[config.mk]
export PLATFORM = sky130hd
export DESIGN_NAME = peak_hold_seq
export DESIGN_NICKNAME = d
export VERILOG_FILES = /design/src/rtl/psq_pkg.sv /design/src/rtl/psq_req_sync.sv /design/src/rtl/psq_arm_bank.sv /design/src/rtl/psq_seq_fsm.sv /design/src/rtl/psq_pwr_gate.sv /design/src/rtl/peak_hold_seq.sv
export SDC_FILE = /design/constraint.sdc
export NUM_CORES = 1
export LEC_CHECK = 0
export BUFFER_PORTS_ARGS = -buffer_cell sky130_fd_sc_hd__buf_4
export CAP_MARGIN = 10
export CELL_PAD_IN_SITES_DETAIL_PLACEMENT = 1
export CELL_PAD_IN_SITES_GLOBAL_PLACEMENT = 2
export CORE_ASPECT_RATIO = 2
export CORE_UTILIZATION = 31
export DETAILED_ROUTE_END_ITERATION = 7
export PLACE_DENSITY = 0.73
export SYNTH_ARGS = -nofsm -noshare
export SYNTH_HDL_FRONTEND = slang
export SYNTH_HIERARCHICAL = 1
export SYNTH_SLANG_ARGS = --single-unit
[constraint.sdc]
create_clock -name clk -period 2.6 [get_ports clk]
set_input_delay 0.13 -clock clk [delete_from_list [all_inputs] [get_ports clk]]
set_output_delay 0.13 -clock clk [all_outputs]
set_load 0.01 [all_outputs]
[src/rtl/psq_pkg.sv]
package psq_pkg;

  typedef enum logic [1:0] {
    SQ_IDLE   = 2'd0,
    SQ_WINDOW = 2'd1,
    SQ_HOLD   = 2'd2
  } sq_state_e;

  // Bits needed to count up to the larger of two cycle limits
  function automatic int cnt_bits(input int a, input int b);
    int m;
    m = (a > b) ? a : b;
    return (m < 2) ? 1 : $clog2(m + 1);
  endfunction

endpackage

[src/rtl/psq_req_sync.sv]
module psq_req_sync #(
  parameter int STAGES = 2
) (
  input  logic clk,
  input  logic rst,
  input  logic req_async,
  output logic req_pulse
);
  logic [STAGES:0] chain;

  always_ff @(posedge clk) begin
    if (rst) chain[0] <= 1'b0;
    else     chain[0] <= req_async;
  end

  for (genvar g = 1; g <= STAGES; g++) begin : g_stage
    always_ff @(posedge clk) begin
      if (rst) chain[g] <= 1'b0;
      else     chain[g] <= chain[g-1];
    end
  end

  assign req_pulse = chain[STAGES-1] & ~chain[STAGES];

  AST_REQ_ONE_CYCLE: assert property (@(posedge clk) disable iff (rst)
    req_pulse |=> !req_pulse);

endmodule

[src/rtl/psq_arm_bank.sv]
module psq_arm_bank #(
  parameter int NUM_CH = 5
) (
  input  logic              clk,
  input  logic              rst,
  input  logic              clr,
  input  logic [NUM_CH-1:0] over_thr,
  input  logic [NUM_CH-1:0] zero_x,
  output logic [NUM_CH-1:0] armed,
  output logic              trig
);
  for (genvar c = 0; c < NUM_CH; c++) begin : g_ch
    always_ff @(posedge clk) begin
      if (rst || clr)       armed[c] <= 1'b0;
      else if (over_thr[c]) armed[c] <= 1'b1;
    end
  end

  assign trig = |(armed & zero_x);

endmodule

[src/rtl/psq_seq_fsm.sv]
module psq_seq_fsm
  import psq_pkg::*;
#(
  parameter int WIN_CYC  = 2,
  parameter int CONV_CYC = 910
) (
  input  logic clk,
  input  logic rst,
  input  logic trig,
  input  logic req_pulse,
  output logic accept,
  output logic conv_end,
  output logic fire,
  output logic pd_reset,
  output logic hold,
  output logic req_reject
);
  localparam int CW = cnt_bits(WIN_CYC, CONV_CYC);
  localparam logic [CW-1:0] WIN_LAST  = CW'(WIN_CYC - 1);
  localparam logic [CW-1:0] CONV_LAST = CW'(CONV_CYC - 1);

  sq_state_e     state;
  logic [CW-1:0] cnt;
  logic          win_end;

  // A request on the last window edge wins over the window expiring
  assign accept   = (state == SQ_WINDOW) && req_pulse;
  assign win_end  = (state == SQ_WINDOW) && !req_pulse && (cnt == WIN_LAST);
  assign conv_end = (state == SQ_HOLD) && (cnt == CONV_LAST);
  assign fire     = win_end || conv_end;

  always_ff @(posedge clk) begin
    if (rst) begin
      state      <= SQ_IDLE;
      cnt        <= '0;
      pd_reset   <= 1'b0;
      hold       <= 1'b0;
      req_reject <= 1'b0;
    end else begin
      pd_reset   <= fire;
      req_reject <= req_pulse && (state != SQ_WINDOW);
      unique case (state)
        SQ_IDLE: begin
          cnt <= '0;
          if (trig) state <= SQ_WINDOW;
        end
        SQ_WINDOW: begin
          if (accept) begin
            state <= SQ_HOLD;
            hold  <= 1'b1;
            cnt   <= '0;
          end else if (win_end) begin
            state <= SQ_IDLE;
            cnt   <= '0;
          end else begin
            cnt <= cnt + 1'b1;
          end
        end
        SQ_HOLD: begin
          if (conv_end) begin
            state <= SQ_IDLE;
            hold  <= 1'b0;
            cnt   <= '0;
          end else begin
            cnt <= cnt + 1'b1;
          end
        end
        default: begin
          state <= SQ_IDLE;
          cnt   <= '0;
        end
      endcase
    end
  end

  AST_RESET_SINGLE: assert property (@(posedge clk) disable iff (rst)
    pd_reset |=> !pd_reset);
  AST_NO_CLEAR_IN_HOLD: assert property (@(posedge clk) disable iff (rst)
    hold |-> !pd_reset);
  AST_CNT_BOUND: assert property (@(posedge clk) disable iff (rst)
    (state == SQ_HOLD) |-> (cnt <= CONV_LAST));

endmodule

[src/rtl/psq_pwr_gate.sv]
module psq_pwr_gate (
  input  logic clk,
  input  logic rst,
  input  logic conv_start,
  input  logic conv_end,
  input  logic tel_mode,
  output logic conv_pwr_en,
  output logic pd_pwr_en
);
  logic conv_nxt;

  always_comb begin
    if (conv_start)    conv_nxt = 1'b1;
    else if (conv_end) conv_nxt = 1'b0;
    else               conv_nxt = conv_pwr_en;
  end

  always_ff @(posedge clk) begin
    if (rst) begin
      conv_pwr_en <= 1'b0;
      pd_pwr_en   <= 1'b0;
    end else begin
      conv_pwr_en <= conv_nxt;
      pd_pwr_en   <= tel_mode & conv_nxt;
    end
  end

  AST_PD_NEEDS_CONV: assert property (@(posedge clk) disable iff (rst)
    pd_pwr_en |-> conv_pwr_en);

endmodule

[src/rtl/peak_hold_seq.sv]
module peak_hold_seq #(
  parameter int NUM_CH      = 5,
  parameter int WIN_CYC     = 2,
  parameter int CONV_CYC    = 910,
  parameter int SYNC_STAGES = 2
) (
  input  logic              clk,
  input  logic              rst,
  input  logic              tel_mode,
  input  logic [NUM_CH-1:0] over_thr,
  input  logic [NUM_CH-1:0] zero_x,
  input  logic              conv_req,
  output logic              pd_reset,
  output logic              hold,
  output logic              req_reject,
  output logic              conv_pwr_en,
  output logic              pd_pwr_en,
  output logic [NUM_CH-1:0] armed
);
  logic req_pulse, trig, accept, conv_end, fire;

  psq_req_sync #(.STAGES(SYNC_STAGES)) u_sync (
    .clk(clk), .rst(rst), .req_async(conv_req), .req_pulse(req_pulse)
  );

  psq_arm_bank #(.NUM_CH(NUM_CH)) u_arm (
    .clk(clk), .rst(rst), .clr(fire), .over_thr(over_thr),
    .zero_x(zero_x), .armed(armed), .trig(trig)
  );

  psq_seq_fsm #(.WIN_CYC(WIN_CYC), .CONV_CYC(CONV_CYC)) u_fsm (
    .clk(clk), .rst(rst), .trig(trig), .req_pulse(req_pulse),
    .accept(accept), .conv_end(conv_end), .fire(fire),
    .pd_reset(pd_reset), .hold(hold), .req_reject(req_reject)
  );

  psq_pwr_gate u_pwr (
    .clk(clk), .rst(rst), .conv_start(accept), .conv_end(conv_end),
    .tel_mode(tel_mode), .conv_pwr_en(conv_pwr_en), .pd_pwr_en(pd_pwr_en)
  );

  AST_CLEAR_DISARMS: assert property (@(posedge clk) disable iff (rst)
    pd_reset |-> (armed == '0));
  AST_HOLD_POWERED: assert property (@(posedge clk) disable iff (rst)
    hold |-> conv_pwr_en);
  AST_HOLD_ENDS_CLEAR: assert property (@(posedge clk) disable iff (rst)
    ($fell(hold) && !$past(rst)) |-> pd_reset);
  AST_REJECT_NO_START: assert property (@(posedge clk) disable iff (rst)
    req_reject |-> !$rose(hold));

endmodule

==> results of run 1 <==
[sequential cells by signal, indices dropped and copies added, names as in the netlist]
register,cells
u_sync/chain,3
u_pwr/conv_pwr_en,1
u_fsm/hold,1
u_fsm/req_reject,1
u_arm/armed,5
u_pwr/pd_pwr_en,1
u_fsm/state,2
u_fsm/pd_reset,1
u_fsm/cnt,10
[cell type report]
cell class                      count  area, um2  area share [%]
Clock inverter                      1       7.51           0.573
Sequential cell                    25        500            38.2
Inverter                            8       30.0            2.29
Tap cell                           31       38.8            2.96
Clock buffer                        3       41.3            3.15
Multi-Input combinational cell     76        520            39.7
Timing Repair Buffer               23        173            13.2
[routing by layer]
| metal | vias to the layer above | global-route usage, % | part of all wire [%] |
|---|---|---|---|
| met5 | - | 0 | 0 |
| met4 | 0 | 7.44 | 2.5 |
| met3 | 5 | 2.15 | 4.0 |
| met2 | 22 | 29.4 | 60 |
| met1 | 405 | 12.6 | 34 |
| li1 | 432 | - | - |
[cell usage in the layout, fill, tap and decap left out]
master	instances
nand2b_1	1
xor2_1	2
ha_1	5
or3b_2	1
or3_1	1
clkinvlp_4	1
a31o_2	1
nand3_1	4
nor2b_1	5
nor2_1	14
o211ai_2	1
nor4_1	1
a22oi_1	1
o21a_1	5
buf_4	23
dfxtp_1	25
nand2_1	8
or4_1	2
o31a_1	2
o311ai_0	1
nor2b_2	1
xnor2_1	6
or4b_4	1
inv_1	8
a222oi_1	1
nor3_1	3
nand2b_4	1
clkbuf_8	3
a21oi_1	3
o311a_2	2
o31ai_1	1
and2_1	2
[cell families after synthesis]
kind of cell               synth area share (%)
adders and majority gates                  5.95
DFF                                        47.6
and+or+nand+nor                            22.9
AOI/OAI and AO/OA                          14.0
buffers and inverters                      2.86
xor gates and xnor gates                   6.67
[final timing paths]
kind	slack [ps]	endpoint	depth (start not counted)
max	470	u_fsm/state[1]	5
min	30	u_arm/armed[3]	2
max reg2reg	470	u_fsm/state[1]	5
min reg2reg	450	u_sync/chain[1]	1
[power by group through the flow]
stage / logic, mW / clock network, mW / registers (mW)
after floorplan: 0.0515 / 0 / 0.417
after global placement: 0.0970 / 0 / 0.414
after detailed placement: 0.0984 / 0 / 0.415
after CTS: 0.0990 / 0.255 / 0.406
after global routing: 0.107 / 0.261 / 0.409
final: 0.0964 / 0.243 / 0.406
[cell usage after synthesis, drive strengths merged, types with 2 or more instances]
cell,n
inv,8
nor2b,6
nor2,14
a21oi,3
and2,2
nor3,3
o21a,5
o311a,2
o31a,2
xor2,2
nand3,4
or4,2
xnor2,6
dfxtp,25
nand2,8
ha,5
nand2b,2
[worst max-delay path, delay by kind of cell, from the launching register on]
kind	cells	cell delay (ps)
compound gates	1	370
fa+ha+maj	1	170
flops	1	410
simple gates	3	1110
[metrics by stage]
stage	utilization [%]	hold WS, ps	std cells	setup slack (ps)
2_1_floorplan	-	199	109	642
3_3_place_gp	39.5	327	163	556
3_5_place_dp	39.5	332	163	501
4_1_cts	41.1	32.5	167	476
5_1_grt	41.1	37.9	167	352
6_report	41.1	34.8	167	470
==> metrics.txt, run 1 <==
CTS H-tree depth=1; First-pass DRT Iterations=4; Synth area leader=dfxtp_1; skew final=just under 10 ps; first-pass GRT wire length=a little over 4 mm; Min-Delay Startpoint=over_thr[3]; Distinct cells, synth=29; die height=about 84 um; critical path endpoint category=register; layout cells sized above 1=25.7%; # hold bufs at CTS=0; Sw Share=25.1%; setup violators final=0; Area contributors post-synth=dfxtp_1 48%, ha_1 6.0%, nor2_1 5.0%; P_leak=0.510 nW; GR Util All Layers=14.6%; IO Count=24; routed length per instance=approximately 14 um; setup_tns=0 ps; Hold Vio Cnt, Final=0; Buffers on Ports=23; vias in the first global route=927; clock transition at the registers of the reported paths=90 ps; CTS tree=yes; Antenna Cells=0; Core ar.=3190 um2; Mapped Area=1050 um2; CP Launch Point=u_fsm/cnt[0]; RR Startpoint=u_fsm/cnt[0]; Post-Route WL=roughly 2.4 mm; EDFF count, synth=0; chip width=43.2 um; Tmin final=2130 ps; maximum clock insertion buffer count=2; Syn Inst Count=109; TritonCTS Buffers=3; Max Slew Vio Count=0; internal power=0.558 mW; gr ovfl total=0; nets@finish=~160; via count=between 800 and 900; ANT nets after route=0; Switching Power=0.187 mW; Clk pwr share=32.6%; routability cong.=0.709; part of the cycle the worst path needs=81.9%; Gate power share=between 10 and 15%; post-CTS setup buffers=0; total power=0.745 mW; HP Class=in2reg; Data arrival, critical path=2350 ps; Crit Path Category=reg2reg; crit-path cells=ha_1, or4b_4, o31a_1, or4_1, nand2_1; drt first-iter violations=3; Yosys reg bits=25; Mean Syn Cell Area=a little under 10 um2; # Max-Cap Violations=0; post-CTS sizing=0; peak supply drop=around 0.33 mV; async set-or-reset flop fraction in the synthesized netlist=0%; worst-margin pin slew=~460 ps; pin count of the biggest net entering global routing=16; Startpoint Class=register; Rows=29; syn nets=128; Max-slew headroom=~70%; yosys warns=6; slowest CP cell=or4_1; full die area=3640 um2; Starting Density=32.9%; fmax=roughly 470 MHz; CP Data Required Time=2820 ps; Seq pwr share=~55%; clock latency on the worst-skew pair=280 ps; status=finished, final reports clean; area delta synth->final=24.8%; placement-stage cell area=between 1000 and 1500 um2; RSZ-0062 raised after global routing=false; # clock sinks=25; worst-path maximum fanout=5; number of fillers in the final layout=about 370; Post-synth top flop=dfxtp_1; power density cells=568 nW/um2; post-synthesis sequential area ratio=47.6%; DR vias/cell=5.17; clock root buffer=clkbuf_8; DRC viols=0; post-DP HPWL=between 1.5 and 2 mm; fin area=1310 um2; Yosys top cell area share=47.6%; Crit path largest cell delay=540 ps; initial antenna violation count=0
(Power assumes the default switching activity.)
==> inputs of run 2 (changes only) <==
--- a/config.mk
+++ b/config.mk
@@ -5,14 +5,15 @@
 export SDC_FILE = /design/constraint.sdc
 export NUM_CORES = 1
 export LEC_CHECK = 0
+export ABC_AREA = 1
 export BUFFER_PORTS_ARGS = -buffer_cell sky130_fd_sc_hd__buf_4
 export CAP_MARGIN = 10
 export CELL_PAD_IN_SITES_DETAIL_PLACEMENT = 1
 export CELL_PAD_IN_SITES_GLOBAL_PLACEMENT = 2
 export CORE_ASPECT_RATIO = 2
-export CORE_UTILIZATION = 31
+export CORE_UTILIZATION = 29
 export DETAILED_ROUTE_END_ITERATION = 7
-export PLACE_DENSITY = 0.73
+export PLACE_DENSITY = 0.72
 export SYNTH_ARGS = -nofsm -noshare
 export SYNTH_HDL_FRONTEND = slang
 export SYNTH_HIERARCHICAL = 1
==> constraint.sdc (replaced) <==
create_clock -name clk -period 2 [get_ports clk]
set_input_delay 0.1 -clock clk [delete_from_list [all_inputs] [get_ports clk]]
set_output_delay 0.1 -clock clk [all_outputs]
set_load 0.01 [all_outputs]
==> run 2 against run 1 <==
  * Register-to-register slack better by 160 ps
  * Die area up 16%
  * Power up 67%
  * Clock power grew 24%
  * Clock skew shrank 7.0 ps
  * Non-clock buffer count stayed put
  * Critical path depth increased by 3
  * Final area is 9.3% higher
  * Sequential power rose by 38%
  * Highest routed layer unchanged
==> metrics.txt, run 2 <==
status=finished, final reports clean; Buffers on Ports=23; Core ar.=3840 um2; fin area=1430 um2; TritonCTS Buffers=3; commonest non-fill, non-tap cell in the layout=nor2_1; initial antenna violation count=0; nets@finish=between 150 and 200; routed wl met3=33 um; GR Util All Layers=13.6%; placement-stage cell area=1390 um2; peak supply drop=0.472 mV; vias in the first global route=1004; most common cell in the netlist=nor2_1; power density cells=867 nW/um2; pin count of the biggest net entering global routing=14; # clock sinks=25; most frequent cells in the layout=30 x nor2_1, 29 x nand2_1, 25 x dfxtp_1; Yosys reg bits=25; post-DP HPWL=about 2.1 mm; # Max-Cap Violations=0; CTS H-tree depth=1; chip width=46.6 um; Rows=32; area delta synth->final=24.5%; DRC viols=0; skew final=approximately 2.6 ps; Mean Syn Cell Area=7.57 um2; DR vias/cell=about 4.3; Antenna Cells=0; IO Count=24; clock root buffer=clkbuf_8; met1 wire length=slightly below 1 mm; Area contributors post-synth=dfxtp_1 43%, nor2_1 9.8%, nand2_1 9.5%; # hold bufs at CTS=0; top cells by count, synth=30 x nor2_1, 29 x nand2_1, 25 x dfxtp_1; die height=between 90 and 100 um; worst-margin pin slew=223 ps; yosys warns=6; First-pass DRT Iterations=2; P_leak=between 0.6 and 0.7 nW; critical path endpoint category=register; Post-synth top flop=dfxtp_1; Hold Vio Cnt, Final=0; CP Data Required Time=2210 ps; routed length per instance=10.9 um; ANT nets after route=0; fmax=729 MHz; Syn Inst Count=152; layout cells sized above 1=24.0%; Tmin final=1370 ps; maximum clock insertion buffer count=2; post-CTS sizing=0; drt first-iter violations=3; largest reg by FF count=u_fsm/cnt; HP Class=in2reg; slowest CP cell=dfxtp_1; uppermost layer routed=met4; CTS tree=yes; Data arrival, critical path=1580 ps; via count=988; setup_tns=0 ps; max FFs per register=10; async set-or-reset flop fraction in the synthesized netlist=0%; Post-Route WL=2.52 mm; EDFF count, synth=0; full die area=around 4200 um2; top flop regs=u_fsm/cnt (10), u_arm/armed (5), u_sync/chain (3); setup violators final=0; Met2 Wirelength=1.47 mm; gr ovfl total=0; syn nets=171; Starting Density=29.9%; post-CTS setup buffers=0; Mapped Area=1150 um2; routability cong.=0.686; Crit path largest cell delay=around 340 ps; RSZ-0062 raised after global routing=false; post-synthesis sequential area ratio=43.5%; Distinct cells, synth=23; Max-slew headroom=a little under nine tenths; crit-path cells=inv_1, ha_1, nand2_1, inv_1, nand3_1, nand2_1, or2_4, nor2_1; clock latency on the worst-skew pair=270 ps; clock transition at the registers of the reported paths=90 ps; Synth area leader=dfxtp_1; Yosys top cell area share=a little over two fifths; Max Slew Vio Count=0; part of the cycle the worst path needs=68.6%; Crit Path Category=reg2reg; Startpoint Class=register; worst-path maximum fanout=5; first-pass GRT wire length=4.25 mm
[run 2: cell types whose count changed after synthesis, moves of 3 or more]
cell     delta
nor2_1     +16
inv_1      +15
nor2_2      +3
o21a_1      -5
xnor2_1     -5
nand2_1    +21
nor2b_1     -5
nand2_2     +4
nand3_1     +3
[run 2: stage by stage]
stage	hold slack, ps	utilization, %	cells	setup slack, ps	power [mW]
2_1_floorplan	167	-	152	764	0.852
3_3_place_gp	309	36.1	226	619	0.950
3_5_place_dp	317	36.1	226	618	0.964
4_1_cts	30.0	37.3	230	599	1.27
5_1_grt	37.1	37.3	230	474	1.34
6_report	34.2	37.3	230	628	1.24
[run 2: worst paths after layout]
path	startpoint	endpoint	slack (ps)	depth (start not counted)
worst max-delay path	u_fsm/state[1]	u_arm/armed[3]	630	8
worst min-delay path	conv_req	u_sync/chain[0]	30	3
worst min register to register	u_sync/chain[0]	u_sync/chain[1]	410	2
worst max register to register	u_fsm/state[1]	u_arm/armed[3]	630	8
[run 2: area by class of cell]
type	instances	area (um2)
fillers	509	2410
multi-input cells	102	557
flip-flops and latches	25	500
repair buffers	23	173
inverters	25	93.8
well taps	51	63.8
clock buffers	4	45.0
[run 2: per-layer routing]
layer	GRT usage, %	vias up
li1	-	513
met1	13.8	463
met2	25.0	8
met3	1.79	4
met4	5.88	0
met5	0	-
[run 2: report_power, final]
part / total, mW / switching [mW] / leakage, nW / internal (mW)
combinational: 0.379 / 0.223 / 0.435 / 0.156
sequential: 0.562 / 0.0238 / 0.204 / 0.538
clock: 0.301 / 0.159 / 0.0228 / 0.142
[run 2: cell families (layout without fill, tap and decap cells)]
logic type	Yosys count	count (layout)	synth area share, %
buf+inv	25	52	8.15
flops	25	25	43.5
simple gates	85	85	35.7
fa+ha+maj	5	5	5.43
compound gates	7	7	3.48
xor+xnor	5	5	3.80
[run 2: critical path, delay by kind of cell, from the launching register on]
kind / cells / cell delay (ps)
DFF: 1 / 340
adders and majority gates: 1 / 210
and+or+nand+nor: 5 / 620
buffers and inverters: 2 / 140
==> inputs of run 3 (changes only) <==
==> constraint.sdc (replaced) <==
create_clock -name clk -period 1.3 [get_ports clk]
set_input_delay 0.065 -clock clk [delete_from_list [all_inputs] [get_ports clk]]
set_output_delay 0.065 -clock clk [all_outputs]
set_load 0.01 [all_outputs]
==> run 3 against run 2 <==
  * The flow now finishes with violations (setup timing)
  * Critical path depth is 1 higher
  * Global-route usage is 3.3 points higher
  * First-iteration DRC count is 130% higher
  * Via count is 8.9% higher
  * Fmax is 3.8% higher
  * Power is 77% higher
  * Die area stayed put
  * Sequential power is 57% higher
  * Register-to-register slack worse by 650 ps
  * Clock power is 51% higher
  * Sequential share of layout area is 3.7 points lower
  * Final area is 14% higher
  * Critical path type unchanged
==> metrics.txt, run 3 (synthesis results as in run 2) <==
status=complete, but fails checks; failing checks=setup timing; DP Worst Slack=-48.2 ps; GR Util All Layers=16.9%; HP Class=in2reg; critical path's top delay family=simple AND/OR/NAND/NOR gates; initial antenna violation count=0; ANT nets after route=0; Rows=32; Hold Vio Cnt, Final=0; Max-slew headroom=80.2%; RSZ-0062 raised after global routing=true; part of the cycle the worst path needs=102%; maximum clock insertion buffer count=2; post-DP HPWL=about 2.5 mm; Crit Path Category=reg2reg; gr ovfl total=0; worst-margin pin slew=297 ps; worst-path maximum fanout=5; Core ar.=around 3800 um2; power density cells=1350 nW/um2; CP Data Required Time=1460 ps; full die area=between 4000 and 5000 um2; most frequent cells in the layout=34 x buf_4, 26 x nand2_1, 24 x nor2_1; # Max-Cap Violations=0; first-pass GRT wire length=5.17 mm; peak supply drop=approximately 0.65 mV; area delta synth->final=41.8%; IO Count=24; via count=approximately 1100; most used cell, CP=nand2_4; First-pass DRT Iterations=3; setup_tns=-127 ps; top flop regs=u_fsm/cnt (10), u_arm/armed (5), u_sync/chain (3); # clock sinks=25; Data arrival, critical path=1480 ps; nets@finish=212; clock root buffer=clkbuf_8; Max Slew Vio Count=0; Placed Instances=236; commonest non-fill, non-tap cell in the layout=buf_4; chip width=46.6 um; Tmin final=1320 ps; DRC viols=0; layout cells sized above 1=40.6%; slowest CP cell=dfxtp_2; Post-Route WL=just over 3 mm; clock latency on the worst-skew pair=260 ps; Startpoint Class=register; Buffers on Ports=23; clock transition at the registers of the reported paths=around 90 ps; crit-path cells=inv_2, ha_4, nand2_4, nor2_4, nand2_2, nand2_4, nand2_4, nand3_4, nor2_1; die height=91.1 um; critical path endpoint category=register; total power=roughly 2.2 mW; Starting Density=29.9%; Crit path largest cell delay=350 ps; CTS H-tree depth=1; skew final=5.30 ps; routed length per instance=12.8 um; setup violators final=12; setup ws final=-22.0 ps; CTS tree=yes; largest reg by FF count=u_fsm/cnt; fmax=between 700 and 800 MHz; final core utilization=42.5%; DR vias/cell=around 4.4; drt first-iter violations=7; TritonCTS Buffers=3; max FFs per register=10; routability cong.=0.729; P_leak=0.724 nW; vias in the first global route=1178; Antenna Cells=0; pin count of the biggest net entering global routing=15; Buf/Inv on CP=1; non-filler cells, final=roughly 240
run 3: cell count changes in the layout (fill, tap and decap cells not counted), moves of 4 or more:
cell	previous run	this run
buf_4	23	34
nor2_1	30	24
nor2_2	3	8
ha_1	5	1
dfxtp_2	0	4
dfxtp_1	25	20
run 3: area by class of cell:
cell class / count / area [um2]
Inverter: 25 / 93.8
Tap cell: 51 / 63.8
Clock inverter: 1 / 5.00
Timing Repair Buffer: 35 / 265
Fill cell: 510 / 2210
Multi-Input combinational cell: 103 / 654
Clock buffer: 3 / 41.3
Sequential cell: 25 / 509
run 3: worst reg2reg max path: stages, from the launching register on:
cell and delay, ps:
dfxtp_2 350, inv_2 80, ha_4 130, nand2_4 50
nor2_4 160, nand2_2 100, nand2_4 120, nand2_4 80
nand3_4 100, nor2_1 60
run 3: repair_timing:
item / in CTS / in global routing
gates resized for setup: 20 / 10
setup endpoints to repair: 18 / 20
hold buffers: 1 / 0
buffers inserted: 0 / 1
gates cloned: 1 / 0
pin swaps: 8 / 4
hold endpoints to repair: 1 / 0
run 3: path summary, 6_finish.rpt:
check | from | end | slack [ps] | depth (start not counted)
setup / recovery | u_fsm/cnt[1] | u_fsm/cnt[5] | -20 | 9
hold / removal | over_thr[1] | u_arm/armed[1] | 20 | 3
setup reg to reg | u_fsm/cnt[1] | u_fsm/cnt[5] | -20 | 9
hold reg to reg | u_sync/chain[0] | u_sync/chain[1] | 420 | 2
run 3: per-layer routing:
metal	vias to the layer above	global-route usage [%]	wire [um]
met2	6	34.6	2050
met4	0	5.15	31
met1	528	14.7	977
met3	2	1.79	36
li1	540	-	-
met5	-	0	0
run 3: power breakdown:
part | internal [mW] | switching, mW | total (mW)
Clock | 0.214 | 0.243 | 0.456
Sequential | 0.837 | 0.0479 | 0.885
Combinational | 0.384 | 0.472 | 0.856
Total | 1.44 | 0.762 | 2.20
run 3: metrics by stage:
step	area, um2	hold WS [ps]
3_5_place_dp	1460	281
4_1_cts	1600	16.8
2_1_floorplan	1150	132
3_3_place_gp	1460	277
6_report	1630	19.8
5_1_grt	1630	17.1
